`src/rtl/dma_req_arbiter.sv`:
```
module dma_req_arbiter (
  input  logic       clk,
  input  logic       rst_n,
  input  logic [2:0] reg_addr,
  input  logic       wr_en,
  input  logic       rd_en,
  input  logic [7:0] wr_data,
  output logic [7:0] rd_data,
  input  logic [3:0] dreq_in,
  input  logic [3:0] tc_in,
  output logic [3:0] dack_out,
  output logic [23:0] chan_mode
);

  localparam logic [2:0] A_CMD = 3'd0, A_MODE = 3'd1, A_MASK = 3'd2, A_ONE = 3'd3, A_STAT = 3'd4;

  logic [7:0] cmd_q;
  logic [3:0] mask_q, tc_q, grant_q;
  logic [5:0] mode_q [4];
  logic [1:0] last_q;

  logic [3:0] req_live, mode_ok, cand, pick, tc_hit;
  logic [1:0] pick_idx, base;
  logic       stat_rd;

  assign req_live = dreq_in ^ {4{cmd_q[6]}};
  assign stat_rd  = rd_en && (reg_addr == A_STAT);
  assign rd_data  = stat_rd ? {req_live, tc_q} : 8'h00;
  assign dack_out = grant_q ^ {4{cmd_q[7]}};
  assign chan_mode = {mode_q[3], mode_q[2], mode_q[1], mode_q[0]};
  assign base = cmd_q[4] ? last_q + 2'd1 : 2'd0;

  for (genvar i = 0; i < 4; i++) begin : g_ch
    assign mode_ok[i] = (mode_q[i][5:4] == 2'b01) && (mode_q[i][1:0] != 2'b11);
    assign tc_hit[i]  = grant_q[i] & tc_in[i] & ~mode_q[i][2];
  end

  assign cand = req_live & ~mask_q & mode_ok & {4{~cmd_q[2]}};

  always_comb begin
    logic found;
    logic [1:0] idx;
    pick = 4'b0;
    pick_idx = 2'd0;
    found = 1'b0;
    for (int k = 0; k < 4; k++) begin
      idx = base + 2'(k);
      if (!found && cand[idx]) begin
        pick[idx] = 1'b1;
        pick_idx = idx;
        found = 1'b1;
      end
    end
  end

  always_ff @(posedge clk or negedge rst_n) begin
    if (!rst_n) begin
      cmd_q   <= 8'h00;
      mask_q  <= 4'hF;
      tc_q    <= 4'h0;
      grant_q <= 4'h0;
      last_q  <= 2'd3;
      for (int i = 0; i < 4; i++) mode_q[i] <= 6'd0;
    end else begin
      if (wr_en) begin
        case (reg_addr)
          A_CMD:  cmd_q <= wr_data;
          A_MODE: mode_q[wr_data[1:0]] <= wr_data[7:2];
          A_MASK: mask_q <= wr_data[3:0];
          A_ONE:  mask_q[wr_data[1:0]] <= wr_data[2];
          default: ;
        endcase
      end
      if (|grant_q) grant_q <= 4'h0;
      else begin
        grant_q <= pick;
        if (|pick) last_q <= pick_idx;
      end
      tc_q <= (stat_rd ? 4'h0 : tc_q) | tc_hit;
    end
  end

  p_onehot_r6: assert property (@(posedge clk) disable iff (!rst_n) $onehot0(grant_q));
  p_one_cycle_r6: assert property (@(posedge clk) disable iff (!rst_n) (|grant_q) |=> (grant_q == 4'h0));
  p_masked_r2: assert property (@(posedge clk) disable iff (!rst_n) (grant_q & $past(mask_q)) == 4'h0);
  p_disabled_r9: assert property (@(posedge clk) disable iff (!rst_n) (|grant_q) |-> !$past(cmd_q[2]));
  p_stat_clear_r11: assert property (@(posedge clk) disable iff (!rst_n)
    ($past(stat_rd) && $past(grant_q) == 4'h0) |-> (tc_q == 4'h0));

endmodule

```
`config.mk`:
```
export PLATFORM = sky130hd
export DESIGN_NAME = dma_req_arbiter
export DESIGN_NICKNAME = d
export VERILOG_FILES = /design/src/rtl/dma_req_arbiter.sv
export SDC_FILE = /design/constraint.sdc
export NUM_CORES = 1
export LEC_CHECK = 0
export ABC_AREA = 1
export BUFFER_PORTS_ARGS = -buffer_cell sky130_fd_sc_hd__buf_2
export CAP_MARGIN = 20
export CORE_UTILIZATION = 57
export CTS_CLUSTER_SIZE = 28
export DETAILED_ROUTE_END_ITERATION = 8
export HOLD_SLACK_MARGIN = 0.12
export PLACE_DENSITY = 0.84
export SLEW_MARGIN = 20
export SYNTH_ARGS = -nofsm -noshare
export SYNTH_HDL_FRONTEND = slang
export SYNTH_SLANG_ARGS = --single-unit
export TNS_END_PERCENT = 10
```
`constraint.sdc`:
```
create_clock -name clk -period 4.2 [get_ports clk]
set_clock_uncertainty 0.15 [all_clocks]
set_input_delay 0.84 -clock clk [delete_from_list [all_inputs] [get_ports clk]]
set_output_delay 0.84 -clock clk [all_outputs]
set_load 0.02 [all_outputs]
```
; ---- Word level (Yosys, flattened, before mapping)
; Index checks and enable logic that the tools add are counted.
[op_classes]
mux = 38
n_reduce_logical = 25
addsub = 4
eq_ne = 12
n_lt_le_gt_ge = 12
n_bitwise = 25
[op_table]
columns = operator, n
row1 = $bwmux W24, 1
row2 = $mux W4, 6
row3 = $or A4 B4 Y4, 4
row4 = $lt A2 B3 Y1 const B, 5
row5 = $logic_and A1 B1 Y1, 14
row6 = $and A4 B4 Y4, 3
row7 = $demux W6 S2, 1
row8 = $mux W1, 12
row9 = $demux W1 S2, 5
row10 = $ge A2 B1 Y1 const B, 5
row11 = $mux W2, 5
row12 = $and A1 B1 Y1, 8
row13 = $bmux W1 S2, 4
row14 = $eq A2 B1 Y1 const B, 4
row15 = $mux W8, 1
row16 = $ne A2 B2 Y1 const B, 4
row17 = $pmux W4 S2, 1
row18 = $reduce_and A2 Y1, 4
row19 = $reduce_or A4 Y1, 2
row20 = $xor A4 B4 Y4, 2
row21 = $eq A3 B2 Y1 const B, 2
row22 = $mux W6, 1
row23 = $not A1 Y1, 6
row24 = $add A2 B1 Y2 const B, 2
row25 = 11 further kinds, 14
[word_totals]
inputBits = 23
reg_bits = 46
word_cells = 125
out_inout_bits = 36

; ---- Depth between registers and ports, before layout
; Gate-level depths: netlist of run 1.
[depth]
ltp_word = 18
mapped_depth = 17
ltp_nobuf = 17

; ---- Least setup slack after synthesis of run 1
; No wires, ideal clock.
[synth_path]
path_kind = input port to output port
start = in reg_addr[1]
end = out rd_data[4]
n_path_buf = 0
setup_slack_ns = 1.651
arrival_time_ns = 1.559
path_stages = 3
required_ns = 3.210
cell_sequence = nor2_1 nand3_1 a21oi_1
[synth_between]
elab_chain_cells = 3
[synth_rtl]
columns = item, line
row1 = "start, declared", 4  ; input logic [2:0] reg_addr,
row2 = $eq A3 B3 Y1, 27  ; assign stat_rd = rd_en && (reg_addr == A_STAT);
row3 = $logic_and A1 B1 Y1, 27
row4 = $mux W8, 28  ; assign rd_data = stat_rd ? {req_live, tc_q} : 8'h00;
row5 = "end, declared", 8  ; output logic [7:0] rd_data,
; No other way between the ends.

; ---- Final worst setup path of run 1
[layout_path]
start = in reg_addr[1]
end = out rd_data[6]
; Same word-level chain as after synthesis.

==> impl_metrics.yaml, run 1 <==
status:
  status: "completed"
floorplanning:
  dieArea_sq_um: 4530
  std_cell_rows: 23
  die_h_um: 67.3
  dieWidth_um: 67.3
  core_area_sq_um: 4060
  start_util_pct: 59.9
  ios: 59
worst_setup_path:
  r2r-start: "last_q[0]$_DFFE_PN1P_"
  crit_start: "reg_addr[1]"
  startpoint_type: "input port"
  cp-end-kind: "primary output"
  critPathArrivalTime_ns: 1.87
  path_buf_inv: 2
  critPathTopFamily: "simple AND/OR/NAND/NOR gates"
  slowest_stage: "nand3_1"
  path_class: "in2out"
  required_ns: 3.21
  crit_chain: "buf_2 > nor2_1 > nand3_1 > a21oi_1 > buf_2"
  crit_fanout: 9
  max_stage_delay_ns: 0.35
  path_common_cell: "buf_2"
cts:
  htreeDepth: 2
  clock_latency_ns: 0.29
  cts.path.max_buffers: 2
  numClockSinks: 42
  cts_setup_buffers: 0
  cts_buffers: 5
  clock-root-buffer: "clkbuf_8"
  hold_buffers: 0
  cts_resized: 0
  cts_tree: "yes"
  clk_pin_slew_ns: 0.08
routing:
  drt-total-wl_um: 5400
  drc_errors: 0
  wire_per_inst_um: 12.5
  drt_iter0_markers: 141
  via_count: 2285
  firstDrtPassIters: 4
  final_antenna_net_count: 0
  viasPerCell: 5.30
global_route:
  grt_pass1_vias: 1976
  grt_pass1_wl_um: 9000
  grt_overflow: 0
  grt_max_degree: 43
  antenna_found_initial: 0
  grtUsageTotal_pct: 26.9
pwr:
  pwr-share-seq_pct: 40.9
  ir_worst_vdd_mv: 0.280
  swShare_pct: 40.9
  p_sw_w: 0.000580
  power_density_nw_per_um2: 496
  p_leak_nw: 1.61
  clkPwrFrac_pct: 19.1
  power.internal_w: 0.000837
  p_total_w: 0.00142
  comb_power_share_pct: 40.0
layout:
  regArea_sq_um: 1060
  multi_input_comb_area_sq_um: 1170
  antenna_cells: 0
  drive_gt1_share_pct: 23.9
  area_growth_pct: 17.7
  fill_cells: 345
  final_net_count: 411
place:
  hpwl_um: 4150
  port_buffers: 58
  place_congestion: 0.861
hold_path:
  hold_start: "last_q[1]$_DFFE_PN1P_"
  hold_path_class: "reg2reg"
timing:
  hold_violations: 0
  relSlewSlack_pct: 35.5
  setup_tns_ns: 0
  setup_violations: 0
  worst_hold_slack_ns: 0.332
  timing.fmax_ghz: 0.349
  timing.final.crit_period_ns: 2.86
  worst_pin_slew_ns: 0.959
  slew_viol_final: 0
  post-route-period-util_pct: 68.2
  rsz0062_at_grt: "no"
synth:
  yosysWarnings: 0
  avgSynthCellArea_sq_um: 7.59
  seq_area_frac_synth_pct: 43.6
  synthCells: 320
  synth-seq-cells: 42
  synthesis.area_sq_um: 2430
  synth_cell_types: 27
  syn-num-nets: 351
flow_run:
  max_cap_viol_count: 0
registers in the layout, summed over array words and instances (netlist names):
signal     count
last_q         2
mask_q         4
chan_mode     24
cmd_q          4
grant_q        4
tc_q           4
layout make-up:
class,instances,share of cell area [%]
Clock inverter,2,0.438
Clock buffer,6,2.89
Multi-Input combinational cell,226,41.1
Sequential cell,42,37.0
Tap cell,50,2.19
Inverter,47,6.17
Timing Repair Buffer,58,10.2
cells by family after synthesis:
group	share of synthesized area, %
buf+inv	8.04
xor+xnor	1.44
fa+ha+maj	4.12
simple gates	31.5
flops	43.6
compound gates	11.3
worst paths after layout:
| check | endpoint | slack, ns | cells past startpoint |
|---|---|---|---|
| worst max-delay path | rd_data[6] | 1.34 | 5 |
| worst min-delay path | last_q[1]$_DFFE_PN1P_ | 0.33 | 2 |
| worst max register to register | last_q[0]$_DFFE_PN1P_ | 1.42 | 15 |
| worst min register to register | last_q[1]$_DFFE_PN1P_ | 0.33 | 2 |
| max in group asynchronous | chan_mode[7]$_DFFE_PN0P_ | 2.82 | 1 |
| min in group asynchronous | tc_q[0]$_DFF_PN0_ | 0.52 | 1 |
worst reg2reg max path: stages (launching register included):
cell	delay [ns]
dfstp_2	0.58
nor2_1	0.07
nor3_4	0.36
inv_2	0.17
ha_1	0.33
inv_1	0.05
nand2_1	0.09
nand2_2	0.15
nor2_8	0.17
nand3_1	0.10
nand3b_1	0.15
nor2_1	0.07
nand2_2	0.07
nand2_1	0.07
nand2_1	0.09
nand2_1	0.06
layer usage:
| layer | GRT usage [%] | vias up | routed length [um] |
|---|---|---|---|
| met5 | 0 | - | 0 |
| met4 | 8.78 | 0 | 48 |
| met3 | 5.07 | 4 | 307 |
| met2 | 43.6 | 87 | 2530 |
| met1 | 36.2 | 1043 | 2510 |
| li1 | - | 1151 | - |
power groups by stage:
stage / sequential (W) / clock (W) / combinational [W]
final: 0.000580 / 0.000271 / 0.000567
after global routing: 0.000591 / 0.000293 / 0.000641
after CTS: 0.000579 / 0.000278 / 0.000570
after detailed placement: 0.000586 / 0 / 0.000568
after global placement: 0.000583 / 0 / 0.000552
after floorplan: 0.000624 / 0 / 0.000363
synthesized netlist by cell type:
| cell | number | area share [%] |
|---|---|---|
| a32o_1 | 2 | 0.82 |
| o22ai_1 | 5 | 1.3 |
| nand3b_1 | 2 | 0.62 |
| dfrtp_1 | 36 | 37 |
| inv_1 | 43 | 6.6 |
| clkbuf_1 | 5 | 0.77 |
| o21ai_0 | 39 | 8.0 |
| inv_2 | 4 | 0.62 |
| nand4_1 | 8 | 2.1 |
| nand3_2 | 4 | 1.6 |
| xor2_1 | 4 | 1.4 |
| dfstp_2 | 6 | 6.5 |
| nor2_4 | 2 | 0.93 |
| nand2_2 | 5 | 1.3 |
| nor2_1 | 17 | 2.6 |
| nand2_4 | 1 | 0.46 |
| nor3_1 | 2 | 0.41 |
| o211ai_1 | 1 | 0.31 |
| nor3_4 | 1 | 0.67 |
| nor2_8 | 1 | 0.82 |
| nor3b_1 | 1 | 0.31 |
| nand2_1 | 96 | 15 |
| ha_1 | 8 | 4.1 |
| nand3_1 | 21 | 4.3 |
| nor4_1 | 1 | 0.26 |
| nor2_2 | 1 | 0.26 |
| a21oi_1 | 4 | 0.82 |
layout by cell type (no fill, tap or decap), types with 4 or more instances in the layout:
master and count:
nand2_2 5, nor2_1 17, o22ai_1 5, inv_2 4
a21oi_1 4, dfstp_2 6, nand3_2 4, nand3_1 21
nand4_1 8, nand2_1 96, xor2_1 4, buf_2 58
dfrtp_1 36, inv_1 43, o21ai_0 39, ha_1 8
clkbuf_8 6
stage by stage:
step / std cells / setup slack, ns / area (sq um) / util [%]
2_1_floorplan: 320 / 1.65 / 2430 / -
3_3_place_gp: 423 / 1.38 / 2760 / 68.1
3_5_place_dp: 423 / 1.32 / 2760 / 68.1
4_1_cts: 431 / 1.32 / 2860 / 70.4
5_1_grt: 431 / 1.17 / 2860 / 70.4
6_report: 431 / 1.34 / 2860 / 70.4
(Power assumes the default switching activity.)
==> run 2: changes to the inputs <==
Settings changed: CORE_UTILIZATION 57 to 48, PLACE_DENSITY 0.84 to 0.76.
Clock period 4.2 ns to 2.6 ns, I/O delays scaled along.
==> run 2 against run 1 <==
  * Design area grew 3.1%
  * Via count shrank 1.1%
  * Global-route usage shrank 3.8 points
  * Total power grew 70%
==> impl_metrics.yaml, run 2 (synthesis gave the netlist of run 1 again) <==
timing:
  post-route-period-util_pct: 90.6
  setup_violations: 0
  fin_ws_ns: 0.244
  timing.fmax_ghz: 0.424
  setup_tns_ns: 0
  rsz0062_at_grt: "no"
  relSlewSlack_pct: 39.8
  slew_viol_final: 0
  worst_pin_slew_ns: 0.904
  timing.final.crit_period_ns: 2.36
  hold_violations: 0
routing:
  drt_iter0_markers: 148
  drt-total-wl_um: 5470
  via_count: 2260
  met2WireLength_um: 2550
  met3_length_um: 251
  firstDrtPassIters: 4
  wire_per_inst_um: 12.1
  drc_errors: 0
  viasPerCell: 5.00
  top_layer: "met4"
  final_antenna_net_count: 0
  met1_length_um: 2610
layout:
  regArea_sq_um: 1060
  largest_reg_flops: 24
  antenna_cells: 0
  final_common_cell: "nand2_1"
  area_growth_pct: 21.3
  fill_cells: 427
  final_net_count: 415
  drive_gt1_share_pct: 24.9
  instances_no_fill: 452
  final_cell_mix: "95 x nand2_1, 58 x buf_2, 43 x inv_1"
  multi_input_comb_area_sq_um: 1190
worst_setup_path:
  cp-end-kind: "flip-flop"
  crit_fanout: 8
  path_class: "reg2reg"
  max_stage_delay_ns: 0.58
  startpoint_type: "flip-flop"
  r2r-end: "last_q[1]$_DFFE_PN1P_"
  cp.depth: 14
  r2r_cells: 14
  crit_chain: "nor2_1 > nor3_4 > inv_4 > ha_1 > nand3b_1 > nand2_1 > nor2_4 > nand3_1 > nand3b_1 > nor2_1 > nand2_2 > nand2_1 > nand2_1 > nand2_1"
  rrSetupSlack_ns: 0.24
  path_buf_inv: 1
  critPathTopFamily: "simple AND/OR/NAND/NOR gates"
  slowest_stage: "dfstp_2"
  r2r-start: "last_q[0]$_DFFE_PN1P_"
  critPathArrivalTime_ns: 2.44
  required_ns: 2.69
  path_common_cell: "nand2_1"
pwr:
  ir_worst_vdd_mv: 0.444
  p_leak_nw: 1.64
  power_density_nw_per_um2: 817
  p_total_w: 0.00241
global_route:
  grt_max_degree: 43
  grt_pass1_vias: 2007
  grt_pass1_wl_um: 9450
  grt_overflow: 0
  grtUsageTotal_pct: 23.1
  antenna_found_initial: 0
cts:
  hold_buffers: 0
  clock-root-buffer: "clkbuf_8"
  htreeDepth: 2
  numClockSinks: 42
  clk_pin_slew_ns: 0.08
  cts.path.max_buffers: 2
  cts_buffers: 5
  cts_tree: "yes"
  clock_latency_ns: 0.30
place:
  dp_cells: 443
  pre_cts_ws_ns: 0.182
  port_buffers: 58
  hpwl_um: 4270
  place_congestion: 0.939
floorplanning:
  dieArea_sq_um: 5350
  std_cell_rows: 25
  core_area_sq_um: 4790
  dieWidth_um: 73.1
  ios: 59
  start_util_pct: 50.7
  die_h_um: 73.1
flow_run:
  max_cap_viol_count: 0
status:
  status: "completed"
hold_path:
  hold_path_class: "in2async"
[run 2: how the worst max path moves through the flow]
stage / slack, ns / start / endpoint
final: 0.24 / last_q[0]$_DFFE_PN1P_ / last_q[1]$_DFFE_PN1P_
after global routing: 0.01 / last_q[0]$_DFFE_PN1P_ / last_q[1]$_DFFE_PN1P_
after CTS: 0.16 / last_q[0]$_DFFE_PN1P_ / last_q[0]$_DFFE_PN1P_
after detailed placement: 0.18 / last_q[0]$_DFFE_PN1P_ / last_q[1]$_DFFE_PN1P_
after global placement: 0.25 / last_q[0]$_DFFE_PN1P_ / last_q[0]$_DFFE_PN1P_
after floorplan: 0.20 / last_q[0]$_DFFE_PN1P_ / last_q[0]$_DFFE_PN1P_
[run 2: area by class of cell]
type | instances | area share [%]
Tap cell | 67 | 2.85
Inverter | 47 | 6.07
Timing Repair Buffer | 62 | 10.9
Clock inverter | 2 | 1.27
Multi-Input combinational cell | 226 | 40.6
Sequential cell | 42 | 35.9
Clock buffer | 6 | 2.46
[run 2: layer usage]
metal,vias to the layer above,track usage [%]
met5,-,0
met1,1031,32.1
met3,8,4.14
li1,1159,-
met4,0,6.32
met2,62,37.0
[run 2: what timing repair did]
item | in CTS | in global routing
gates resized for setup | 0 | 4
setup buffers | 0 | 1
endpoints found under the hold margin | 0 | 0
setup endpoints to repair | 0 | 2
[run 2: worst register-to-register path, stage by stage (launching register included)]
cell and delay (ns):
dfstp_2 0.58, nor2_1 0.08, nor3_4 0.18, inv_4 0.10
ha_1 0.32, nand3b_1 0.16, nand2_1 0.10, nor2_4 0.07
nand3_1 0.08, nand3b_1 0.10, nor2_1 0.14, nand2_2 0.07
nand2_1 0.08, nand2_1 0.05, nand2_1 0.05
[run 2: per-stage QoR]
step	utilization (%)	hold WS, ns	instance area (sq um)
2_1_floorplan	-	0.0744	2430
4_1_cts	60.9	0.227	2920
6_report	61.6	0.198	2950
5_1_grt	61.6	0.280	2950
3_5_place_dp	58.6	0.321	2810
3_3_place_gp	58.6	0.313	2810
[run 2: power breakdown]
part / total (W) / internal, W / switching (W)
Clock: 0.000507 / 0.000286 / 0.000220
Combinational: 0.000965 / 0.000355 / 0.000610
Sequential: 0.000935 / 0.000825 / 0.000111
